==> src/rtl/credit_link_pkg.sv <==
package credit_link_pkg;

    typedef enum logic [1:0] {
        CR_HOLD = 2'd0,
        CR_TAKE = 2'd1,
        CR_GIVE = 2'd2
    } credit_op_e;

    function automatic int unsigned count_bits(input int unsigned depth);
        return (depth < 1) ? 1 : $clog2(depth + 1);
    endfunction

endpackage

==> src/rtl/link_delay.sv <==
module link_delay #(
    parameter int unsigned W      = 8,
    parameter int unsigned STAGES = 1
) (
    input  logic         clk,
    input  logic         rst_n,
    input  logic [W-1:0] din,
    output logic [W-1:0] dout
);
    generate
        if (STAGES == 0) begin : g_wire
            assign dout = din;
        end else begin : g_pipe
            logic [W-1:0] stage_d [STAGES];
            logic [W-1:0] stage_q [STAGES];

            always_comb begin
                stage_d[0] = din;
                for (int i = 1; i < STAGES; i++) begin
                    stage_d[i] = stage_q[i-1];
                end
            end

            always_ff @(posedge clk or negedge rst_n) begin
                if (!rst_n) begin
                    for (int i = 0; i < STAGES; i++) begin
                        stage_q[i] <= '0;
                    end
                end else begin
                    for (int i = 0; i < STAGES; i++) begin
                        stage_q[i] <= stage_d[i];
                    end
                end
            end

            assign dout = stage_q[STAGES-1];
        end
    endgenerate
endmodule

==> src/rtl/credit_counter.sv <==
module credit_counter
    import credit_link_pkg::*;
#(
    parameter int unsigned DEPTH = 4
) (
    input  logic clk,
    input  logic rst_n,
    input  logic take,
    input  logic give,
    output logic ready
);
    localparam int unsigned CW = count_bits(DEPTH);
    localparam logic [CW-1:0] FULL = CW'(DEPTH);

    typedef struct packed {
        logic [CW-1:0] count;
    } cnt_state_t;

    cnt_state_t state_d, state_q;
    credit_op_e op;

    always_comb begin
        state_d = state_q;
        unique case ({give, take})
            2'b01:   op = CR_TAKE;
            2'b10:   op = CR_GIVE;
            default: op = CR_HOLD;
        endcase
        case (op)
            CR_TAKE: state_d.count = state_q.count - 1'b1;
            CR_GIVE: state_d.count = state_q.count + 1'b1;
            default: state_d.count = state_q.count;
        endcase
    end

    always_ff @(posedge clk or negedge rst_n) begin
        if (!rst_n) state_q <= '{count: FULL};
        else        state_q <= state_d;
    end

    assign ready = (state_q.count != '0);

    assert_no_underflow_R10: assert property (@(posedge clk) disable iff (!rst_n)
        (take && !give) |-> (state_q.count != '0));

    assert_no_overflow_R10: assert property (@(posedge clk) disable iff (!rst_n)
        (give && !take) |-> (state_q.count < FULL));

    assert_take_give_hold_R7: assert property (@(posedge clk) disable iff (!rst_n)
        (take && give) |=> $stable(state_q.count));

    assert_last_credit_drops_R2: assert property (@(posedge clk) disable iff (!rst_n)
        (take && !give && state_q.count == CW'(1)) |=> !ready);
endmodule

==> src/rtl/rx_fifo.sv <==
module rx_fifo
    import credit_link_pkg::*;
#(
    parameter int unsigned W     = 8,
    parameter int unsigned DEPTH = 4
) (
    input  logic         clk,
    input  logic         rst_n,
    input  logic         wr_en,
    input  logic [W-1:0] wr_data,
    input  logic         rd_en,
    output logic         rd_valid,
    output logic [W-1:0] rd_data
);
    localparam int unsigned IW = (DEPTH > 1) ? $clog2(DEPTH) : 1;
    localparam int unsigned CW = count_bits(DEPTH);
    localparam logic [IW-1:0] LAST = IW'(DEPTH - 1);

    typedef struct packed {
        logic [IW-1:0] wr_idx;
        logic [IW-1:0] rd_idx;
        logic [CW-1:0] used;
    } fifo_state_t;

    fifo_state_t state_d, state_q;
    logic [W-1:0] slot_q [DEPTH];

    always_comb begin
        state_d = state_q;
        if (wr_en) begin
            state_d.wr_idx = (state_q.wr_idx == LAST) ? '0 : state_q.wr_idx + 1'b1;
        end
        if (rd_en) begin
            state_d.rd_idx = (state_q.rd_idx == LAST) ? '0 : state_q.rd_idx + 1'b1;
        end
        case ({wr_en, rd_en})
            2'b10:   state_d.used = state_q.used + 1'b1;
            2'b01:   state_d.used = state_q.used - 1'b1;
            default: state_d.used = state_q.used;
        endcase
    end

    always_ff @(posedge clk or negedge rst_n) begin
        if (!rst_n) state_q <= '0;
        else        state_q <= state_d;
    end

    always_ff @(posedge clk) begin
        if (wr_en) slot_q[state_q.wr_idx] <= wr_data;
    end

    assign rd_valid = (state_q.used != '0);
    assign rd_data  = slot_q[state_q.rd_idx];

    assert_no_overwrite_R9: assert property (@(posedge clk) disable iff (!rst_n)
        wr_en |-> (state_q.used < CW'(DEPTH)));

    assert_no_empty_pop_R11: assert property (@(posedge clk) disable iff (!rst_n)
        rd_en |-> (state_q.used != '0));
endmodule

==> src/rtl/credit_link.sv <==
module credit_link #(
    parameter int unsigned DATA_W     = 16,
    parameter int unsigned FWD_STAGES = 1,
    parameter int unsigned BWD_STAGES = 1,
    parameter int unsigned DEPTH      = FWD_STAGES + BWD_STAGES + 2
) (
    input  logic              clk,
    input  logic              rst_n,
    input  logic              in_valid,
    input  logic [DATA_W-1:0] in_data,
    output logic              ready,
    output logic              out_valid,
    output logic [DATA_W-1:0] out_data,
    input  logic              out_deq
);
    localparam int unsigned FW = DATA_W + 1;

    logic              take;
    logic              deq_fire;
    logic              give;
    logic [FW-1:0]     fwd_in;
    logic [FW-1:0]     fwd_out;

    assign take     = in_valid && ready;
    assign deq_fire = out_deq && out_valid;
    assign fwd_in   = {take, in_data};

    credit_counter #(.DEPTH(DEPTH)) u_credits (
        .clk   (clk),
        .rst_n (rst_n),
        .take  (take),
        .give  (give),
        .ready (ready)
    );

    link_delay #(.W(FW), .STAGES(FWD_STAGES)) u_fwd (
        .clk   (clk),
        .rst_n (rst_n),
        .din   (fwd_in),
        .dout  (fwd_out)
    );

    rx_fifo #(.W(DATA_W), .DEPTH(DEPTH)) u_rx (
        .clk      (clk),
        .rst_n    (rst_n),
        .wr_en    (fwd_out[FW-1]),
        .wr_data  (fwd_out[DATA_W-1:0]),
        .rd_en    (deq_fire),
        .rd_valid (out_valid),
        .rd_data  (out_data)
    );

    link_delay #(.W(1), .STAGES(BWD_STAGES)) u_bwd (
        .clk   (clk),
        .rst_n (rst_n),
        .din   (deq_fire),
        .dout  (give)
    );

    assert_blocked_no_write_R4: assert property (@(posedge clk) disable iff (!rst_n)
        (in_valid && !ready) |-> !fwd_in[FW-1]);
endmodule

==> config.mk <==
export PLATFORM = sky130hd
export DESIGN_NAME = credit_link
export DESIGN_NICKNAME = d
export VERILOG_FILES = /design/src/rtl/credit_link_pkg.sv /design/src/rtl/link_delay.sv /design/src/rtl/credit_counter.sv /design/src/rtl/rx_fifo.sv /design/src/rtl/credit_link.sv
export SDC_FILE = /design/constraint.sdc
export NUM_CORES = 1
export LEC_CHECK = 0
export ABC_AREA = 1
export BUFFER_PORTS_ARGS = -buffer_cell sky130_fd_sc_hd__buf_2
export CAP_MARGIN = 20
export CELL_PAD_IN_SITES_DETAIL_PLACEMENT = 0
export CELL_PAD_IN_SITES_GLOBAL_PLACEMENT = 1
export CORE_ASPECT_RATIO = 1.4
export CORE_UTILIZATION = 48
export DETAILED_ROUTE_END_ITERATION = 6
export PLACE_DENSITY_LB_ADDON = 0.1
export SETUP_SLACK_MARGIN = 0.02
export SLEW_MARGIN = 40
export SYNTH_ARGS = -nofsm -noshare
export SYNTH_HDL_FRONTEND = slang
export SYNTH_SLANG_ARGS = --single-unit
==> constraint.sdc <==
create_clock -name clk -period 1.7 [get_ports clk]
set_input_delay 0.17 -clock clk [delete_from_list [all_inputs] [get_ports clk]]
set_output_delay 0.17 -clock clk [all_outputs]
set_load 0.05 [all_outputs]
# Word level (Yosys, flattened, before mapping)
# Memory sizes are Yosys's and may differ from the RTL's.
# Cells that the tools add are included.
# classes
addsub,6
eq_ne,8
n_mux,7
n_reduce_logical,6
# ops
cell,n
$pmux W3 S2,2
$eq A2 B2 Y1 const B,5
$add A3 B1 Y3 const B,2
$eq A2 B1 Y1 const B,3
$reduce_bool A3 Y1,2
$sub A3 B1 Y3 const B,2
$add A2 B1 Y2 const B,2
$mux W2,2
$pmux W2 S2,1
$reduce_bool A2 Y1,2
$logic_and A1 B1 Y1,2
$mux W1,2
# word_totals
register_bits,28
mem_bits_rw,64
inputBits,20
output_inout_bits,18
mem_count,1
# memory_table
name,depth,width,read_ports,rd_clocked_by_memory_dff,wr,line_no,rtl
u_rx.slot_q,4,16,1,0,1,rx_fifo.sv:26,logic [W-1:0] slot_q [DEPTH];

# Logic depth before layout (Yosys ltp)
# depth
word_depth,6
depth_mapped,12

# Hierarchy
# Synthesis repeated with hierarchy kept, for this count alone.
# unflattened
hier_cells,284
hier_area_um2,3641.0
# modules_own_cells
mod,instances,cells_per_inst,area_each_um2,seq_area_each_um2
rx_fifo,1,240,2991.6,2097.0
link_delay (u_fwd),1,17,425.4,425.4
credit_counter,1,22,183.9,76.3
link_delay (u_bwd),1,1,25.0,25.0
credit_link,1,4,15.0,0.0

# Least setup slack after synthesis
# OpenSTA, ideal clock, no wires.
# synth_path
path_type,register -> register
start,register u_rx.state_q[0] in the netlist's numbering
end,register u_rx.state_q[1] in the netlist's numbering
setup_time_ns,0.083
t_arrival_ns,2.011
setup_slack_ns,-0.393
path_stages_with_launch,9
n_path_buf,0
synth_period_minus_slack_ns,2.093
path_cell_list,dfrtp_1 inv_2 nand3_1 nand2_1 inv_1 ha_1 inv_1 fa_1 o21ai_0
# synth_via
elab_chain_len,4
elab_cells_between_ends,8
# synth_lines
element,line_no,rtl
from (decl),rx_fifo.sv:25,"fifo_state_t state_d, state_q;"
from (signal assigned),rx_fifo.sv:45,else state_q <= state_d;
$reduce_bool A3 Y1 (*),rx_fifo.sv:52,assign rd_valid = (state_q.used != '0);
net out_valid,credit_link.sv:12,"output logic out_valid,"
$logic_and A1 B1 Y1 (*),credit_link.sv:25,assign deq_fire = out_deq && out_valid;
net deq_fire,credit_link.sv:19,logic deq_fire;
$eq A2 B1 Y1 / $eq A2 B2 Y1 (equally long branches),rx_fifo.sv:36,"case ({wr_en, rd_en})"
$pmux W3 S2 / $reduce_bool A2 Y1 (equally long branches),n/a,
# Mark *: on every way through the listed nets, which the timed path passes. The rest lies on a longest branch.
# A chain may end at the register's enable or synchronous reset.

# Worst setup path after layout
# layout_path
start,register u_credits.state_q[1] in the netlist's numbering
end,register u_credits.state_q[2] in the netlist's numbering
# layout_via
elab_chain_len,6
elab_cells_between_ends,11
# layout_lines
element,line_no,rtl
from (decl),credit_counter.sv:19,"cnt_state_t state_d, state_q;"
from (signal assigned),credit_counter.sv:37,if (!rst_n) state_q <= '{count: FULL};
from (signal assigned),credit_counter.sv:38,else state_q <= state_d;
$reduce_bool A3 Y1,credit_counter.sv:41,assign ready = (state_q.count != '0);
$logic_and A1 B1 Y1,credit_link.sv:24,assign take = in_valid && ready;
$eq A2 B2 Y1 / $eq A2 B1 Y1 (equally long branches),credit_counter.sv:24,"unique case ({give, take})"
$pmux W2 S2,credit_counter.sv:24,
$eq A2 B2 Y1 / $eq A2 B1 Y1 (equally long branches),credit_counter.sv:29,case (op)
$pmux W3 S2 / $reduce_bool A2 Y1 (equally long branches),n/a,
# Several ways; a longest one is shown, not always the timed one.

==> results.yml <==
power_and_ir_drop:
  irDropWorstVdd_mv: 1.02
  p_leak_nw: 2.04
  p_per_area_mw_per_mm2: 1880
  fin_total_pwr_mw: 8.93
min_path:
  hold_path_depth: 3
  whs_endpoint: "u_fwd.dout[16]"
  holdCritStartpoint: "in_valid"
  hold_path.class: "input pin to flop"
clock_tree:
  cts_tree: "done"
  worst_skew_pair.late_latency_ns: 0.35
  ctsHtreeMaxLevel: 3
  cts.clk_slew.worst_paths_ns: 0.07
  clk_path_buf_depth: 2
  root_buffer: "clkbuf_8"
  clock_sinks: 92
  cts_buffers: 9
synthesis:
  synth-edff-count: 64
  syn_inst: 284
  ys_types: 24
  netlist_area_sq_mm: 0.00384
  synth_seq_cells: 92
  yosys_warnings: 0
  synth_ff_type: "edfxtp_1"
  ys_seq_area_frac: 0.683
  avgSynthCellArea_sq_um: 13.5
  syn_nets: 313
  ys_async_sr_fraction: 0.304
status:
  status: "finished, final reports clean"
routing:
  drcViolationCount: 0
  postRouteAntennaNets: 0
  drt-wirelength-per-cell_um: 13.4
  routed_wl_um: 6170
  vias: 2108
  viasPerCell: 4.57
  drtPass1Iterations: 4
  first_iter_violations: 108
sta:
  tns_ns: 0
  worstMarginPinSlew_ns: 0.257
  fin_ws_ns: 0.0893
  finalCriticalPeriod_ns: 1.61
  setup_violations: 0
  hold_viol: 0
  period_share: 0.947
  slew_viol_final: 0
  fmax_mhz: 621
  maxSlewHeadroom: 0.828
  whs_ns: 0.0479
  rsz0062_at_grt: "yes"
  finClkSkew_ns: 0.00477
finish:
  fin_nets: 385
  layout-drive-gt1-share: 0.374
  seqCellArea_sq_mm: 0.00263
  n_fill_cell: 633
  multi_input_area_sq_um: 962
  fin_area_sq_mm: 0.00476
  area_growth_pct: 23.9
  layout_commonest_cell: "edfxtp_1"
  diodes: 0
  mostFrequentLayoutCells: "64 x edfxtp_1, 48 x nand2_1, 43 x inv_1"
placement:
  dp_slack_ns: 0.0213
  place_hpwl_um: 3800
  io_buffers: 37
  dpl_cell_area_sq_mm: 0.00421
  finalWeightedCongestion: 0.716
critical_path:
  crit_required_ns: 1.99
  endpoint_kind: "flop"
  crit_path_start_kind: "flop"
  timing.rr.end: "u_credits.state_q[2]"
  r2r_cells: 9
  regToRegSetupSlack_ns: 0.09
  reg2reg_from: "u_credits.state_q[1]"
  arrival_ns: 1.90
  critical_path.max_fanout: 3
  path_class: "flop to flop"
grt:
  antenna_found_initial: 0
  grt_max_degree: 35
  globalRouteTotalUtil: 0.168
  grt_first_pass_wirelength_um: 10200
  overflow: 0
  grt_pass1_vias: 2112
die:
  die_y_um: 108
  ios: 38
  core_sq_mm: 0.00775
  initial_core_util: 0.496
  num_rows: 38
  die_width_um: 77.6
  die_area_sq_mm: 0.00837
job:
  cap_violations: 0
[where the power goes]
part,switching [mW],internal [mW]
Clock,0.658,0.758
Combinational,2.75,1.65
Sequential,0.220,2.90
Total,3.63,5.30
[cell usage after synthesis, types with 2 or more instances]
cell | n | area, sq um
o211ai_2 | 23 | 288
xnor2_1 | 2 | 17.5
edfxtp_1 | 64 | 1920
nand3_1 | 5 | 25.0
fa_1 | 2 | 40.0
buf_6 | 3 | 33.8
nand2_1 | 54 | 203
inv_2 | 3 | 11.3
buf_12 | 3 | 60.1
o21ai_0 | 2 | 10.0
buf_2 | 2 | 10.0
inv_1 | 48 | 180
nand4_1 | 2 | 12.5
nor2_1 | 2 | 7.51
nand2_2 | 20 | 125
dfrtp_1 | 27 | 676
o211ai_1 | 9 | 67.6
ha_1 | 7 | 87.6
[worst max path at each step]
stage | from | slack (ns) | end | depth (start not counted)
2_1_floorplan | u_credits.state_q[1] | 0.02 | u_credits.state_q[2] | 10
3_3_place_gp | u_credits.state_q[1] | 0.09 | u_credits.state_q[2] | 10
3_5_place_dp | u_rx.state_q[0] | 0.02 | u_rx.state_q[2] | 11
4_1_cts | u_rx.state_q[3] | 0.02 | out_data[11] | 5
5_1_grt | u_rx.state_q[3] | -0.02 | out_data[8] | 5
6_report | u_credits.state_q[1] | 0.09 | u_credits.state_q[2] | 9
[cell families after synthesis]
kind of cell	share of synthesized area
AO/OA/AOI/OAI	0.0964
XOR/XNOR	0.00456
flip-flops	0.683
adder cells (fa/ha/maj)	0.0332
buffers and inverters	0.0860
AND/OR/NAND/NOR	0.0970
[cell type report]
cell class,count,share of cell area
Sequential cell,92,0.551
Multi-Input combinational cell,129,0.202
Timing Repair Buffer,72,0.137
Inverter,52,0.0420
Clock buffer,14,0.0342
Tap cell,100,0.0263
Clock inverter,2,0.00709
[critical path, stage by stage, from the launching register on]
cell and delay, ns:
dfrtp_1 0.42, nor2_2 0.14, nand2_4 0.07, nand2_4 0.07, ha_4 0.13, inv_2 0.05
fa_2 0.39, nand2_2 0.10, nand4_1 0.10, nand2_1 0.09
[per-stage QoR]
step,instances,util
after CTS,457,0.596
after detailed placement,422,0.543
after global placement,422,0.543
after global routing,461,0.614
after floorplan,284,-
final,461,0.614
[flip-flops by register name, summed over array words and instances, names as in the netlist]
register	count
u_rx.slot_q	64
u_bwd.dout	1
u_fwd.dout	17
u_rx.state_q	7
u_credits.state_q	3
[repair_timing]
action | 4_1_cts | 5_1_grt
setup endpoints to repair | 15 | 19
pin swaps | 0 | 10
gates resized for setup | 10 | 43
endpoints found under the hold margin | 43 | 0
buffers inserted | 2 | 4
hold buffers | 17 | 0
[metal layers]
metal	routed length [um]	track usage	part of all wire
met3	135	0.0314	0.022
met5	0	0	0
met1	2560	0.196	0.41
met4	129	0.0970	0.021
met2	3350	0.289	0.54
Note: power is estimated with default switching activity, not from simulation.
